==> config.mk <==
export PLATFORM = sky130hd
export DESIGN_NAME = pv_reg_front
export DESIGN_NICKNAME = d
export VERILOG_FILES = /design/src/rtl/pv_pkg.sv /design/src/rtl/pv_hdr_decode.sv /design/src/rtl/pv_queue_bank.sv /design/src/rtl/pv_irq.sv /design/src/rtl/pv_reg_front.sv
export SDC_FILE = /design/constraint.sdc
export NUM_CORES = 1
export LEC_CHECK = 0
export ABC_AREA = 0
export BUFFER_PORTS_ARGS = -buffer_cell sky130_fd_sc_hd__buf_4
export CAP_MARGIN = 20
export CORE_MARGIN = 2
export CORE_UTILIZATION = 57
export DETAILED_ROUTE_END_ITERATION = 16
export PLACE_DENSITY = 0.81
export RECOVER_POWER = 50
export SYNTH_ARGS = -nofsm -noshare
export SYNTH_HDL_FRONTEND = slang
export SYNTH_SLANG_ARGS = --single-unit
==> constraint.sdc <==
create_clock -name clk -period 3 [get_ports clk]
set_input_delay 0 -clock clk [delete_from_list [all_inputs] [get_ports clk]]
set_output_delay 0 -clock clk [all_outputs]
set_load 0.005 [all_outputs]
==> src/rtl/pv_pkg.sv <==
package pv_pkg;
   localparam logic [15:0] NO_VEC = 16'hFFFF;
   localparam int HDR_PLAIN = 20;
   localparam int HDR_MSIX  = 24;

   typedef enum logic [3:0] {
      RG_NONE, RG_HOSTF, RG_GUESTF, RG_PFN, RG_QNUM, RG_QSEL,
      RG_NOTIFY, RG_STATUS, RG_ISR, RG_CVEC, RG_QVEC
   } pv_reg_e;

   function automatic logic [31:0] pow2_ceil(input int n);
      logic [31:0] p;
      p = 32'd1;
      for (int i = 0; i < 31; i++) begin
         if (p < n) p = p << 1;
      end
      return p;
   endfunction
endpackage

==> src/rtl/pv_hdr_decode.sv <==
module pv_hdr_decode
   import pv_pkg::*;
#(
   parameter int AW = 8
)(
   input  logic [AW-1:0] addr,
   input  logic          msix_act,
   output logic          in_hdr,
   output pv_reg_e       reg_sel,
   output logic [AW-1:0] win_off
);
   logic [AW-1:0] hdr_len;

   assign hdr_len = msix_act ? AW'(HDR_MSIX) : AW'(HDR_PLAIN);
   assign in_hdr  = addr < hdr_len;
   assign win_off = addr - hdr_len;

   always_comb begin
      reg_sel = RG_NONE;
      if (in_hdr) begin
         case (addr)
            AW'(0):  reg_sel = RG_HOSTF;
            AW'(4):  reg_sel = RG_GUESTF;
            AW'(8):  reg_sel = RG_PFN;
            AW'(12): reg_sel = RG_QNUM;
            AW'(14): reg_sel = RG_QSEL;
            AW'(16): reg_sel = RG_NOTIFY;
            AW'(18): reg_sel = RG_STATUS;
            AW'(19): reg_sel = RG_ISR;
            AW'(20): reg_sel = RG_CVEC;
            AW'(22): reg_sel = RG_QVEC;
            default: reg_sel = RG_NONE;
         endcase
      end
   end
endmodule

==> src/rtl/pv_queue_bank.sv <==
module pv_queue_bank
   import pv_pkg::*;
#(
   parameter int NQ   = 4,
   parameter int NVEC = 3,
   localparam int QW  = (NQ > 1) ? $clog2(NQ) : 1
)(
   input  logic          clk,
   input  logic          rst_n,
   input  logic          clr,
   input  logic [QW-1:0] sel,
   input  logic          pfn_we,
   input  logic [31:0]   pfn_wd,
   input  logic          vec_we,
   input  logic [15:0]   vec_wd,
   output logic [31:0]   sel_pfn,
   output logic [15:0]   sel_vec
);
   logic [31:0] pfn_q [NQ];
   logic [15:0] vec_q [NQ];

   for (genvar q = 0; q < NQ; q++) begin : g_q
      always_ff @(posedge clk or negedge rst_n) begin
         if (!rst_n) begin
            pfn_q[q] <= '0;
            vec_q[q] <= NO_VEC;
         end else if (clr) begin
            pfn_q[q] <= '0;
            vec_q[q] <= NO_VEC;
         end else if (sel == QW'(q)) begin
            if (pfn_we) pfn_q[q] <= pfn_wd;
            if (vec_we) vec_q[q] <= vec_wd;
         end
      end


      vec_range_chk: assert property (@(posedge clk) disable iff (!rst_n)
         (vec_q[q] == NO_VEC) || (32'(vec_q[q]) < NVEC));
   end

   assign sel_pfn = pfn_q[sel];
   assign sel_vec = vec_q[sel];
endmodule

==> src/rtl/pv_irq.sv <==
module pv_irq (
   input  logic       clk,
   input  logic       rst_n,
   input  logic       clr,
   input  logic       rd_clr,
   input  logic       set_q,
   input  logic       set_c,
   input  logic       msix_act,
   output logic [7:0] isr,
   output logic       intx
);
   logic [7:0] set_bits;

   assign set_bits = {6'b0, set_c, set_q};

   always_ff @(posedge clk or negedge rst_n) begin
      if (!rst_n)               isr <= '0;
      else if (clr || rd_clr)   isr <= set_bits;
      else                      isr <= isr | set_bits;
   end

   assign intx = !msix_act && isr[0];


   isr_clear_chk: assert property (@(posedge clk) disable iff (!rst_n)
      (rd_clr && !set_q && !set_c) |=> (isr == 8'h00) && !intx);

   isr_set_chk: assert property (@(posedge clk) disable iff (!rst_n)
      set_q |=> isr[0]);
endmodule

==> src/rtl/pv_reg_front.sv <==
module pv_reg_front
   import pv_pkg::*;
#(
   parameter int          NQ            = 4,
   parameter int          NVEC          = 3,
   parameter int          QDEPTH        = 256,
   parameter int          CFG_LEN       = 12,
   parameter int          AW            = 8,
   parameter bit          MSIX_PRESENT  = 1'b1,
   parameter logic [31:0] HOST_FEATS    = 32'h4100_003F,
   parameter bit          HAS_FALLBACK  = 1'b1,
   parameter logic [31:0] FALLBACK_MASK = 32'h0000_0F0F,
   parameter int          BAD_FEAT_BIT  = 30,
   parameter int          DRV_OK_BIT    = 2
)(
   input  logic          clk,
   input  logic          rst_n,
   input  logic          msix_en,
   input  logic          bm_en,
   input  logic          cmd_wr,
   input  logic          cmd_wmaster,
   input  logic          req_valid,
   input  logic          req_write,
   input  logic [1:0]    req_size,
   input  logic [AW-1:0] req_addr,
   input  logic [31:0]   req_wdata,
   output logic          rsp_valid,
   output logic [31:0]   rsp_rdata,
   output logic          win_valid,
   output logic          win_write,
   output logic [1:0]    win_size,
   output logic [AW-1:0] win_addr,
   output logic [31:0]   win_wdata,
   input  logic [31:0]   win_rdata,
   input  logic          irq_queue,
   input  logic          irq_config,
   output logic          intx,
   output logic          notify_valid,
   output logic [15:0]   notify_queue,
   output logic          dev_reset,
   output logic [43:0]   sel_qaddr,
   output logic [31:0]   bar_size
);
   localparam int          QW        = (NQ > 1) ? $clog2(NQ) : 1;
   localparam logic [31:0] BAR_PLAIN = pow2_ceil(HDR_PLAIN + CFG_LEN);
   localparam logic [31:0] BAR_MSIX  = pow2_ceil(HDR_MSIX + CFG_LEN);
   localparam logic [31:0] BAD_VAL   = HAS_FALLBACK ? (HOST_FEATS & FALLBACK_MASK) : 32'h0;

   if (NQ < 1 || NQ > 65535) begin : g_bad_nq
      $error("NQ out of range");
   end
   if (NVEC < 0 || NVEC > 65535) begin : g_bad_nvec
      $error("NVEC out of range");
   end
   if (AW < 6 || (1 << AW) < HDR_MSIX + CFG_LEN) begin : g_bad_aw
      $error("AW too small for header plus window");
   end
   if (BAD_FEAT_BIT > 31 || DRV_OK_BIT > 7) begin : g_bad_bits
      $error("feature or status bit index out of range");
   end

   logic msix_act;
   if (MSIX_PRESENT) begin : g_msix
      assign msix_act = msix_en;
   end else begin : g_nomsix
      assign msix_act = 1'b0;
   end

   logic          in_hdr;
   pv_reg_e       reg_sel;
   logic [AW-1:0] win_off;

   pv_hdr_decode #(.AW(AW)) u_dec (
      .addr(req_addr), .msix_act(msix_act),
      .in_hdr(in_hdr), .reg_sel(reg_sel), .win_off(win_off)
   );

   logic hdr_wr, hdr_rd;
   assign hdr_wr = req_valid && req_write && in_hdr;
   assign hdr_rd = req_valid && !req_write && in_hdr;

   assign win_valid = req_valid && !in_hdr;
   assign win_write = req_write;
   assign win_size  = req_size;
   assign win_addr  = win_off;
   assign win_wdata = req_wdata;

   logic do_reset;
   assign do_reset = hdr_wr &&
      ((reg_sel == RG_PFN && req_wdata == 32'h0) ||
       (reg_sel == RG_STATUS && req_wdata[7:0] == 8'h00));

   logic [15:0] vec_ok;
   assign vec_ok = (32'(req_wdata[15:0]) < NVEC) ? req_wdata[15:0] : NO_VEC;

   logic [31:0]   guest_q;
   logic [QW-1:0] sel_q;
   logic [7:0]    status_q;
   logic [15:0]   cvec_q;
   logic          legacy_q;
   logic [31:0]   sel_pfn;
   logic [15:0]   sel_vec;
   logic [7:0]    isr;

   pv_queue_bank #(.NQ(NQ), .NVEC(NVEC)) u_bank (
      .clk(clk), .rst_n(rst_n), .clr(do_reset), .sel(sel_q),
      .pfn_we(hdr_wr && reg_sel == RG_PFN && !do_reset), .pfn_wd(req_wdata),
      .vec_we(hdr_wr && reg_sel == RG_QVEC), .vec_wd(vec_ok),
      .sel_pfn(sel_pfn), .sel_vec(sel_vec)
   );

   pv_irq u_irq (
      .clk(clk), .rst_n(rst_n), .clr(do_reset),
      .rd_clr(hdr_rd && reg_sel == RG_ISR),
      .set_q(irq_queue), .set_c(irq_config),
      .msix_act(msix_act), .isr(isr), .intx(intx)
   );

   logic [7:0] status_nx;
   always_comb begin
      status_nx = status_q;
      if (hdr_wr && reg_sel == RG_STATUS) status_nx = req_wdata[7:0];
      if (cmd_wr && !cmd_wmaster && !legacy_q) status_nx[DRV_OK_BIT] = 1'b0;
   end

   always_ff @(posedge clk or negedge rst_n) begin
      if (!rst_n) begin
         guest_q  <= '0;
         sel_q    <= '0;
         status_q <= '0;
         cvec_q   <= NO_VEC;
         legacy_q <= 1'b0;
      end else begin
         if (do_reset) begin
            guest_q  <= '0;
            sel_q    <= '0;
            status_q <= '0;
            cvec_q   <= NO_VEC;
         end else begin
            status_q <= status_nx;
            if (hdr_wr && reg_sel == RG_GUESTF)
               guest_q <= req_wdata[BAD_FEAT_BIT] ? BAD_VAL : req_wdata;
            if (hdr_wr && reg_sel == RG_QSEL && 32'(req_wdata) < NQ)
               sel_q <= QW'(req_wdata);
            if (hdr_wr && reg_sel == RG_CVEC)
               cvec_q <= vec_ok;
         end
         if (hdr_wr && reg_sel == RG_STATUS && req_wdata[DRV_OK_BIT] && !bm_en)
            legacy_q <= 1'b1;
      end
   end

   logic [31:0] hdr_rdata;
   always_comb begin
      case (reg_sel)
         RG_HOSTF:  hdr_rdata = HOST_FEATS;
         RG_GUESTF: hdr_rdata = guest_q;
         RG_PFN:    hdr_rdata = sel_pfn;
         RG_QNUM:   hdr_rdata = 32'(QDEPTH);
         RG_QSEL:   hdr_rdata = 32'(sel_q);
         RG_STATUS: hdr_rdata = {24'h0, status_q};
         RG_ISR:    hdr_rdata = {24'h0, isr};
         RG_CVEC:   hdr_rdata = {16'h0, cvec_q};
         RG_QVEC:   hdr_rdata = {16'h0, sel_vec};
         default:   hdr_rdata = 32'hFFFF_FFFF;
      endcase
   end

   always_ff @(posedge clk or negedge rst_n) begin
      if (!rst_n) begin
         rsp_valid    <= 1'b0;
         rsp_rdata    <= '0;
         notify_valid <= 1'b0;
         notify_queue <= '0;
         dev_reset    <= 1'b0;
      end else begin
         rsp_valid    <= req_valid && !req_write;
         if (req_valid && !req_write)
            rsp_rdata <= in_hdr ? hdr_rdata : win_rdata;
         notify_valid <= hdr_wr && reg_sel == RG_NOTIFY;
         if (hdr_wr && reg_sel == RG_NOTIFY) notify_queue <= req_wdata[15:0];
         dev_reset    <= do_reset;
      end
   end

   assign sel_qaddr = {sel_pfn, 12'h000};
   assign bar_size  = msix_act ? BAR_MSIX : BAR_PLAIN;


   qsel_range_chk: assert property (@(posedge clk) disable iff (!rst_n)
      32'(sel_q) < NQ);

   win_split_chk: assert property (@(posedge clk) disable iff (!rst_n)
      win_valid |-> 32'(req_addr) >= HDR_PLAIN);

   zero_status_chk: assert property (@(posedge clk) disable iff (!rst_n)
      (hdr_wr && reg_sel == RG_STATUS && req_wdata[7:0] == 8'h00)
         |=> dev_reset && status_q == 8'h00 && cvec_q == NO_VEC);

   bm_guard_chk: assert property (@(posedge clk) disable iff (!rst_n)
      (cmd_wr && !cmd_wmaster && !legacy_q && !hdr_wr) |=> !status_q[DRV_OK_BIT]);

   notify_chk: assert property (@(posedge clk) disable iff (!rst_n)
      (hdr_wr && reg_sel == RG_NOTIFY) |=> notify_valid && notify_queue == $past(req_wdata[15:0]));
endmodule

==> flow_summary_export.csv, run 1 <==
group,metric,value,unit
run_status,status,"finished, violations left",
run_status,violations,"capacitance limit, slew limit",
power,totalPowerFinal,8.76,mW
critical_path,critPathTopFamily,"buffers and inverters",
synthesis,synth_top_area_cell,"dfrtp_1",
synthesis,synth-seq-area-share,49.6,%
synthesis,syn_avg_cell_area,10.7,sq um
placement,place_ws,357,ps
sta,setup_violations,0,
job,max-cap-violations,1,
synthesis,synthDistinctLibCells,67,
critical_path,slowest_delay,720,ps
synthesis,synthTopCellsByArea,"dfrtp_1 (36%), dfstp_2 (14%), mux4_2 (6.8%)",
synthesis,synth_top_area_share,36.0,%
drt,dr.first_iter.drc_count,1619,
grt,antenna_found_initial,1,
sta,tns,0,ps
drt,dr.pass1.iters,8,
grt,grt_util_met3,8.58,%
critical_path,path_buf_inv,4,
drt,vias,12800,
final_layout,drive_gt1_share,28.6,%
final_layout,final_cells,2036,
floorplanning,start_util,57.8,%
placement,dp.cells,1902,
sta,slew_violations,63,
critical_path,start_kind,"input pin",
sta,max_slew.worst_pin.slew,1540,ps
grt,overflow,0,
grt,globalRouteMet1Util,44.5,%
synthesis,synthFlopType,"dfrtp_1",
placement,finalWeightedCongestion,0.949,
critical_path,endpoint_kind,"flip-flop",
floorplanning,fp.dieW,169,microns
critical_path,crit_chain,"dlygate4sd3_1 -> clkbuf_1 -> nor4_1 -> nand3_1 -> nor3_4 -> buf_4 -> a211o_1 -> a22oi_1 -> dlygate4sd3_1",
clock_tree,cts_tree,"built",
drt,drt-total-wl,46500,microns
floorplanning,num_rows,60,
sta,finalCriticalPeriod,2780,ps
drt,viasPerCell,6.28,
clock_tree,cts_root_buf,"clkbuf_16",
placement,dp_hpwl,30700,microns
sta,report.final.hold_viol_count,0,
grt,grt_usage,32.5,%
sta,fmax,359,MHz
floorplanning,dieArea,28500,sq um
grt,grt_max_degree,111,
power,powerDensity,471,nW/um^2
sta,rsz0062_at_grt,"no",
grt,grt_pass1_wl,72100,microns
clock_tree,cts.clk_slew.worst_paths,60,ps
clock_tree,htreeDepth,1,
final_layout,final_core_util,69.4,%
sta,final.setup.worst_slack,216,ps
clock_tree,cts.sinks,303,
grt,grt.busiest_layer,"met2",
grt,grtUsageMet2,50.6,%
clock_tree,clk_latency,570,ps
critical_path,crit_top_cell,"dlygate4sd3_1",
final_layout,postLayoutCellArea,18600,sq um
power,p_leak,8.70,nW
clock_tree,cts_made_buffers,31,
final_layout,final_nets,1754,
synthesis,synth_edf_count,0,
synthesis,yosys_warnings,0,
placement,placedInstanceArea,17100,sq um
critical_path,path_class,"in2reg",
clock_tree,ctsResizeCount,0,
sta,fin_skew,13.4,ps
final_layout,synthToLayoutAreaGrowth,20.0,%
sta,maxSlewHeadroom,-2.44,%
synthesis,syn_inst,1446,
drt,drt-wirelength-per-cell,22.9,microns
synthesis,ys_async_sr_fraction,100,%
power,ir_drop,0.396,mV
placement,numPortBuffers,209,
floorplanning,core_area,26800,sq um
critical_path,critPathSlowestCell,"nor4_1",
critical_path,critPathMaxFanout,14,
synthesis,ys_ff_latch,303,
synthesis,synthesis.area,15500,sq um
floorplanning,io_pins,256,
clock_tree,cts.path.max_buffers,3,
critical_path,worstPathArrival,3240,ps
grt,grt_pass1_vias,12700,
worst_hold_path,holdCritPathClass,"in2out",
sta,hold_ws,0.00191,ps
drt,ant_nets,0,
floorplanning,dieHeight,169,microns
critical_path,cp.required,3450,ps
drt,drc,0,
clock_tree,post_cts_buffers,0,
sta,period_share,92.8,%
-- cells in the mapped netlist (34+ instances only) --
cell and n:
a22oi_1 66, inv_1 92, nor2_1 34, clkbuf_1 49
o21ai_0 95, dfstp_2 80, buf_4 87, dfrtp_1 223
buf_2 45, nand2_1 172, mux4_2 47, a21oi_1 115
mux2_2 54
-- path summary, 6_finish.rpt --
path	start	to	slack (ps)	depth (start not counted)
worst max-delay path	req_wdata[3]	status_q[2]$_DFFE_PN0P_	220	9
worst min-delay path	req_size[0]	win_size[0]	0.002	0
worst max register to register	sel_q[0]$_DFFE_PN0P_	rsp_rdata[7]$_DFFE_PN0P_	400	5
worst min register to register	cvec_q[10]$_DFFE_PN1P_	cvec_q[10]$_DFFE_PN1P_	460	2
max in group asynchronous	rst_n	u_bank.pfn_q[28]$_DFFE_PN0P_	840	3
min in group asynchronous	rst_n	guest_q[7]$_DFFE_PN0P_	90	2
-- state kept, by name, summed over array words and instances (netlist names) --
register	flops
cvec_q	16
dev_reset	1
guest_q	31
legacy_q	1
notify_queue	16
notify_valid	1
rsp_rdata	32
rsp_valid	1
sel_q	2
status_q	8
u_bank.pfn_q	128
u_bank.vec_q	64
u_irq.isr	2
-- metal layers --
metal / wire length, microns / share of wire, %
met4: 1680 / 3.6
met2: 21600 / 46
met3: 5470 / 12
met5: 0 / 0
met1: 17800 / 38
-- placed cells by master (no fill, tap or decap), types with 9 or more instances in the layout --
cell type	Yosys	final
nor2b_1	12	12
a21oi_1	115	114
nand2_1	172	172
a22o_1	9	9
mux2_2	54	54
dlygate4sd3_1	0	72
clkbuf_1	49	63
dfstp_2	80	80
clkbuf_4	0	41
conb_1	1	42
a22oi_1	66	65
a221oi_1	28	28
nor4_1	9	9
a31oi_1	11	11
inv_1	92	92
mux2_1	30	30
dfrtp_1	223	221
a21oi_2	9	9
or3_1	21	21
o21ai_0	95	95
nor3_2	8	9
clkbuf_16	0	31
buf_4	87	167
mux4_2	47	47
nor2_1	34	33
mux2i_1	33	33
-- what timing repair did --
action                                  4_1_cts  5_1_grt
hold buffers                                 72        0
endpoints found under the setup margin        0        0
endpoints found under the hold margin       316        0
-- kinds of logic (layout without fill, tap and decap cells) --
family | Yosys count | in the layout | share of synthesized area [%]
XOR/XNOR | 6 | 6 | 0.339
flip-flops | 303 | 303 | 49.6
other | 1 | 45 | 0.0242
buffers and inverters | 284 | 489 | 9.44
multiplexers | 164 | 164 | 15.1
AO/OA/AOI/OAI | 376 | 376 | 15.4
AND/OR/NAND/NOR | 309 | 309 | 9.93
adder cells (fa/ha/maj) | 3 | 3 | 0.291
-- cell type report --
| cell class | count | area [sq um] |
|---|---|---|
| timing repair buffer | 338 | 2590 |
| fill | 1891 | 8190 |
| sequential | 303 | 7690 |
| clock inverter | 7 | 65.1 |
| antenna | 3 | 7.51 |
| tap | 341 | 427 |
| multi-input combinational | 900 | 6550 |
| clock buffer | 51 | 931 |
| inverter | 93 | 349 |
-- report_power, final --
group	switching, mW	internal [mW]
Sequential	0.0404	4.17
Combinational	0.435	0.320
Clock	1.61	2.19
Power figures use the tool's default switching activity.
==> run 2, diff against run 1 <==
==> constraint.sdc (replaced) <==
create_clock -name clk -period 3 [get_ports clk]
set_input_delay 0 -clock clk [delete_from_list [all_inputs] [get_ports clk]]
set_output_delay 0 -clock clk [all_outputs]
set_load 0.01 [all_outputs]
==> run 2 against run 1 <==
Net effect:
- die area is the same
- first-iteration DRC count fell by 1.9%
- global-route usage unchanged
- largest cell class unchanged
- maximum frequency rose by 2.7%
- clock power about the same
- clock skew about the same
- the run still ends with capacitance limit, slew limit left
- sequential power barely moved
- total power up 0.21%
- cell area is 0.85% lower
- register-to-register slack is essentially flat
==> flow_summary_export.csv, run 2 (synthesis results as in run 1) <==
group,metric,value,unit
critical_path,critPathMaxFanout,14,
final_layout,final_nets,1754,
power,powerDensity,476,nW/um^2
power,power.switching,2.14,mW
power,p_comb_share,8.9,%
sta,slew_violations,63,
floorplanning,dieHeight,169,microns
run_status,violations,"capacitance limit, slew limit",
final_layout,fill_cells,1939,
placement,finalWeightedCongestion,0.949,
clock_tree,cts.clk_slew.worst_paths,60,ps
floorplanning,fp.dieW,169,microns
sta,fmax,369,MHz
floorplanning,io_pins,256,
final_layout,drive_gt1_share,26.2,%
critical_path,start_kind,"input pin",
placement,dp.cells,1902,
worst_hold_path,holdCritPathClass,"in2out",
sta,setup_violations,0,
grt,antenna_found_initial,1,
drt,viasPerCell,6.22,
drt,drt-total-wl,46500,microns
worst_hold_path,min_path_cells,0,
sta,fin_skew,13.7,ps
grt,overflow,0,
final_layout,regMostFlops,"u_bank.pfn_q",
sta,tns,0,ps
placement,place_ws,357,ps
critical_path,reg2reg_depth,5,
power,swShare,24.3,%
critical_path,endpoint_kind,"flip-flop",
clock_tree,cts.sinks,303,
critical_path,crit_chain,"dlygate4sd3_1 -> clkbuf_1 -> nor4_1 -> nand3_1 -> nor3_4 -> buf_4 -> a211o_1 -> a22oi_1 -> dlygate4sd3_1",
critical_path,timing.rr.start,"sel_q[0]$_DFFE_PN0P_",
placement,dp_hpwl,30700,microns
sta,finalCriticalPeriod,2710,ps
drt,dr.pass1.iters,8,
sta,max_slew.worst_pin.slew,1530,ps
clock_tree,ctsResizeCount,0,
grt,grt_pass1_wl,72100,microns
grt,grt_max_degree,111,
clock_tree,cts_tree,"built",
clock_tree,cts_made_buffers,31,
grt,grt_usage,32.5,%
sta,rsz0062_at_grt,"no",
power,p_seq_share,47.9,%
power,ir_drop,0.396,mV
critical_path,worstPathArrival,3170,ps
sta,period_share,90.4,%
drt,drt-wirelength-per-cell,22.8,microns
power,clockPowerShare,43.3,%
clock_tree,htreeDepth,1,
final_layout,largest_reg_flops,128,
critical_path,path_class,"in2reg",
critical_path,critPathSlowestCell,"nor4_1",
job,max-cap-violations,1,
final_layout,final_cells,2034,
drt,vias,12600,
critical_path,cp.required,3450,ps
sta,report.final.hold_viol_count,0,
sta,final.setup.worst_slack,289,ps
placement,numPortBuffers,209,
clock_tree,cts.path.max_buffers,3,
floorplanning,num_rows,60,
drt,ant_nets,0,
power,p_leak,8.56,nW
sta,maxSlewHeadroom,-2.21,%
floorplanning,dieArea,28500,sq um
power,power.internal,6.65,mW
clock_tree,cts_root_buf,"clkbuf_16",
grt,grt_pass1_vias,12700,
floorplanning,core_area,26800,sq um
critical_path,slowest_delay,650,ps
drt,drc,0,
worst_hold_path,hp-start,"req_size[0]",
critical_path,cp-startpoint,"req_wdata[3]",
final_layout,final_core_util,68.8,%
drt,dr.first_iter.drc_count,1589,
clock_tree,clk_latency,570,ps
final_layout,mostFrequentLayoutCell,"dfrtp_1",
final_layout,synthToLayoutAreaGrowth,19.0,%
final_layout,layout_common_cells,"dfrtp_1 (221), nand2_1 (172), buf_4 (167)",
floorplanning,start_util,57.8,%
critical_path,crit_top_cell,"dlygate4sd3_1",
final_layout,top_regs,"u_bank.pfn_q x128, u_bank.vec_q x64, rsp_rdata x32",
run_status,status,"finished, violations left",
run 2: layer usage:
layer  track usage (%)  wire [microns]  vias up
met3              8.58            5400      140
met4              11.8            1670        0
li1                  -               -     5474
met2              50.6           21700      823
met1              44.5           17700     6210
met5                 0               0        -
run 2: area by class of cell:
class	instances	area, sq um	area share (%)
clock buffer	51	931	5.05
sequential	303	7690	41.7
tap	341	427	2.31
clock inverter	7	65.1	0.353
timing repair buffer	338	2440	13.2
antenna	1	2.50	0.0136
inverter	93	349	1.89
multi-input combinational	900	6550	35.5
run 2: worst paths after layout:
path                                                end  slack, ps
max reg2reg                    rsp_rdata[7]$_DFFE_PN0P_        400
max in group asynchronous  u_bank.pfn_q[58]$_DFFE_PN0P_        870
min in group asynchronous        guest_q[7]$_DFFE_PN0P_         80
min                                         win_size[0]      0.004
min reg2reg                      cvec_q[10]$_DFFE_PN1P_        460
max                             status_q[2]$_DFFE_PN0P_        290
run 2: power by group through the flow:
stage	Clock, mW	Sequential, mW	Combinational (mW)
floorplan	0	4.30	0.329
global placement	0	4.27	0.747
detailed placement	0	4.27	0.762
CTS	3.81	4.21	0.842
global route	4.01	4.21	0.844
finish	3.80	4.21	0.778
run 2: timing repair:
| action | in CTS | in global routing |
|---|---|---|
| hold endpoints to repair | 316 | 0 |
| hold buffers | 72 | 0 |
| buffers inserted | 0 | 0 |
run 2: worst max-delay path: cells and delay by family:
family	cells	cell delay [ps]
buffers and inverters	4	1640
AND/OR/NAND/NOR	3	1220
AO/OA/AOI/OAI	2	300
run 2: stage by stage:
stage	total power, mW	area, sq um	hold slack [ps]
after detailed placement	5.04	17100	0.119
after floorplan	4.63	15700	-296
after global placement	5.02	17000	0.119
after global routing	9.06	18400	0.0263
after CTS	8.85	18800	0.119
final	8.78	18400	0.00375
==> run 3, diff against run 2 <==
--- a/config.mk
+++ b/config.mk
@@ -6,7 +6,7 @@
 export NUM_CORES = 1
 export LEC_CHECK = 0
 export ABC_AREA = 0
-export BUFFER_PORTS_ARGS = -buffer_cell sky130_fd_sc_hd__buf_4
+export BUFFER_PORTS_ARGS = -buffer_cell sky130_fd_sc_hd__buf_2
 export CAP_MARGIN = 20
 export CORE_MARGIN = 2
 export CORE_UTILIZATION = 57
==> run 3 against run 2 <==
Net effect:
- the run still ends with capacitance limit, slew limit left
- core utilization shrank 0.98 points
- via count grew 3.5%
- global-route usage grew 0.70 points
- worst hold slack is essentially flat
- sequential cell count is the same
- critical path type unchanged
- die area is the same
- largest cell class unchanged
==> flow_summary_export.csv, run 3 (synthesis results as in run 1) <==
group,metric,value,unit
power,swShare,24.5,%
critical_path,start_kind,"input pin",
power,power.internal,6.69,mW
critical_path,timing.rr.start,"sel_q[0]$_DFFE_PN0P_",
grt,grt_pass1_wl,73400,microns
critical_path,endpoint_kind,"flip-flop",
worst_hold_path,holdCritPathClass,"in2out",
clock_tree,cts_tree,"built",
floorplanning,dieArea,28500,sq um
clock_tree,htreeDepth,1,
critical_path,crit_top_cell,"dlygate4sd3_1",
final_layout,synthToLayoutAreaGrowth,17.3,%
final_layout,largest_reg_flops,128,
critical_path,cp.required,3440,ps
critical_path,crit_chain,"dlygate4sd3_1 -> clkbuf_1 -> nor4_2 -> nand3_1 -> nor3_4 -> buf_4 -> a211o_1 -> a22oi_1 -> dlygate4sd3_1",
run_status,status,"finished, violations left",
critical_path,critPathSlowestCell,"nor4_2",
clock_tree,cts_made_buffers,31,
final_layout,final_nets,1754,
clock_tree,cts.path.max_buffers,3,
critical_path,cp-startpoint,"req_wdata[2]",
sta,report.final.hold_viol_count,0,
drt,dr.pass1.iters,6,
drt,dr.first_iter.drc_count,1624,
critical_path,critPathMaxFanout,10,
final_layout,top_regs,"u_bank.pfn_q x128, u_bank.vec_q x64, rsp_rdata x32",
critical_path,worstPathArrival,3210,ps
sta,max_slew.worst_pin.slew,1560,ps
clock_tree,cts.clk_slew.worst_paths,60,ps
floorplanning,num_rows,60,
floorplanning,dieHeight,169,microns
clock_tree,cts.sinks,303,
sta,slew_violations,94,
grt,grt_pass1_vias,13000,
critical_path,crit_path_end,"status_q[2]$_DFFE_PN0P_",
placement,placedInstanceArea,16600,sq um
floorplanning,io_pins,256,
sta,finalCriticalPeriod,2770,ps
power,power.switching,2.17,mW
drt,drt-total-wl,47600,microns
power,p_leak,8.49,nW
floorplanning,start_util,57.8,%
grt,grt_usage,33.2,%
sta,maxSlewHeadroom,-3.94,%
final_layout,regMostFlops,"u_bank.pfn_q",
sta,setup_violations,0,
critical_path,reg2reg_slack,270,ps
sta,fmax,361,MHz
sta,rsz0062_at_grt,"no",
critical_path,reg2reg_to,"rsp_rdata[6]$_DFFE_PN0P_",
critical_path,reg2reg_depth,5,
floorplanning,fp.dieW,169,microns
critical_path,crit_cells,9,
clock_tree,cts_root_buf,"clkbuf_16",
critical_path,slowest_delay,610,ps
sta,tns,0,ps
placement,numPortBuffers,209,
power,p_comb_share,8.4,%
grt,grt_max_degree,106,
critical_path,path_class,"in2reg",
drt,drt-wirelength-per-cell,23.4,microns
final_layout,drive_gt1_share,26.4,%
final_layout,layout_common_cells,"dfrtp_1 (221), nand2_1 (172), buf_2 (120)",
placement,dp_hpwl,30700,microns
power,clockPowerShare,44.1,%
clock_tree,clk_latency,560,ps
grt,antenna_found_initial,2,
drt,drc,0,
critical_path,path_buf_inv,4,
drt,viasPerCell,6.44,
sta,fin_skew,9.80,ps
drt,ant_nets,0,
floorplanning,core_area,26800,sq um
final_layout,final_core_util,67.9,%
critical_path,critPathTopFamily,"buffers and inverters",
grt,overflow,0,
drt,vias,13100,
final_layout,mostFrequentLayoutCell,"dfrtp_1",
job,max-cap-violations,2,
run_status,violations,"capacitance limit, slew limit",
sta,period_share,92.4,%
placement,finalWeightedCongestion,0.946,
final_layout,postLayoutCellArea,18200,sq um
power,p_seq_share,47.5,%
power,ir_drop,0.340,mV
power,powerDensity,487,nW/um^2
==> run 3: area by class of cell <==
cell class	instances	area (sq um)
fill	1950	8610
tap	341	427
clock inverter	10	111
timing repair buffer	338	2140
multi-input combinational	900	6550
inverter	93	349
clock buffer	47	916
sequential	303	7690
antenna	1	2.50
==> run 3: repair_timing <==
item,CTS,global route
resized for setup,0,1
setup buffers,0,1
endpoints found under the setup margin,0,3
hold buffers,72,0
hold endpoints to repair,298,0
==> run 3: worst min-delay path by stage <==
stage | start | endpoint | depth (start not counted) | slack (ps)
2_1_floorplan | rst_n | dev_reset$_DFF_PN0_ | 0 | -300
3_3_place_gp | req_size[0] | win_size[0] | 0 | 0.1
3_5_place_dp | req_size[0] | win_size[0] | 0 | 0.1
4_1_cts | req_size[0] | win_size[0] | 0 | 0.1
5_1_grt | req_size[0] | win_size[0] | 0 | 0.03
6_report | req_size[0] | win_size[0] | 0 | 0.004
==> run 3: power groups by stage <==
stage	clock network, mW	registers, mW	logic [mW]
final	3.91	4.21	0.745
after global routing	4.08	4.21	0.805
after CTS	3.91	4.20	0.755
after detailed placement	0	4.27	0.676
after global placement	0	4.27	0.663
after floorplan	0	4.30	0.329
==> run 3: metrics by stage <==
step | hold WS (ps) | instances | setup WS, ps | total power, mW
5_1_grt | 0.0263 | 2032 | 81.6 | 9.10
6_report | 0.00375 | 2033 | 227 | 8.86
2_1_floorplan | -296 | 1487 | 324 | 4.63
3_5_place_dp | 0.119 | 1902 | 224 | 4.95
3_3_place_gp | 0.119 | 1901 | 288 | 4.93
4_1_cts | 0.119 | 2031 | 77.7 | 8.87
==> run 3: routing by layer <==
layer / track usage, % / vias up / routed length, microns / part of all wire, %
met5: 0 / - / 0 / 0
li1: - / 5456 / - / -
met2: 52.6 / 972 / 22100 / 46
met3: 7.36 / 191 / 5540 / 12
met1: 45.1 / 6468 / 17800 / 37
met4: 13.2 / 0 / 2120 / 4.4
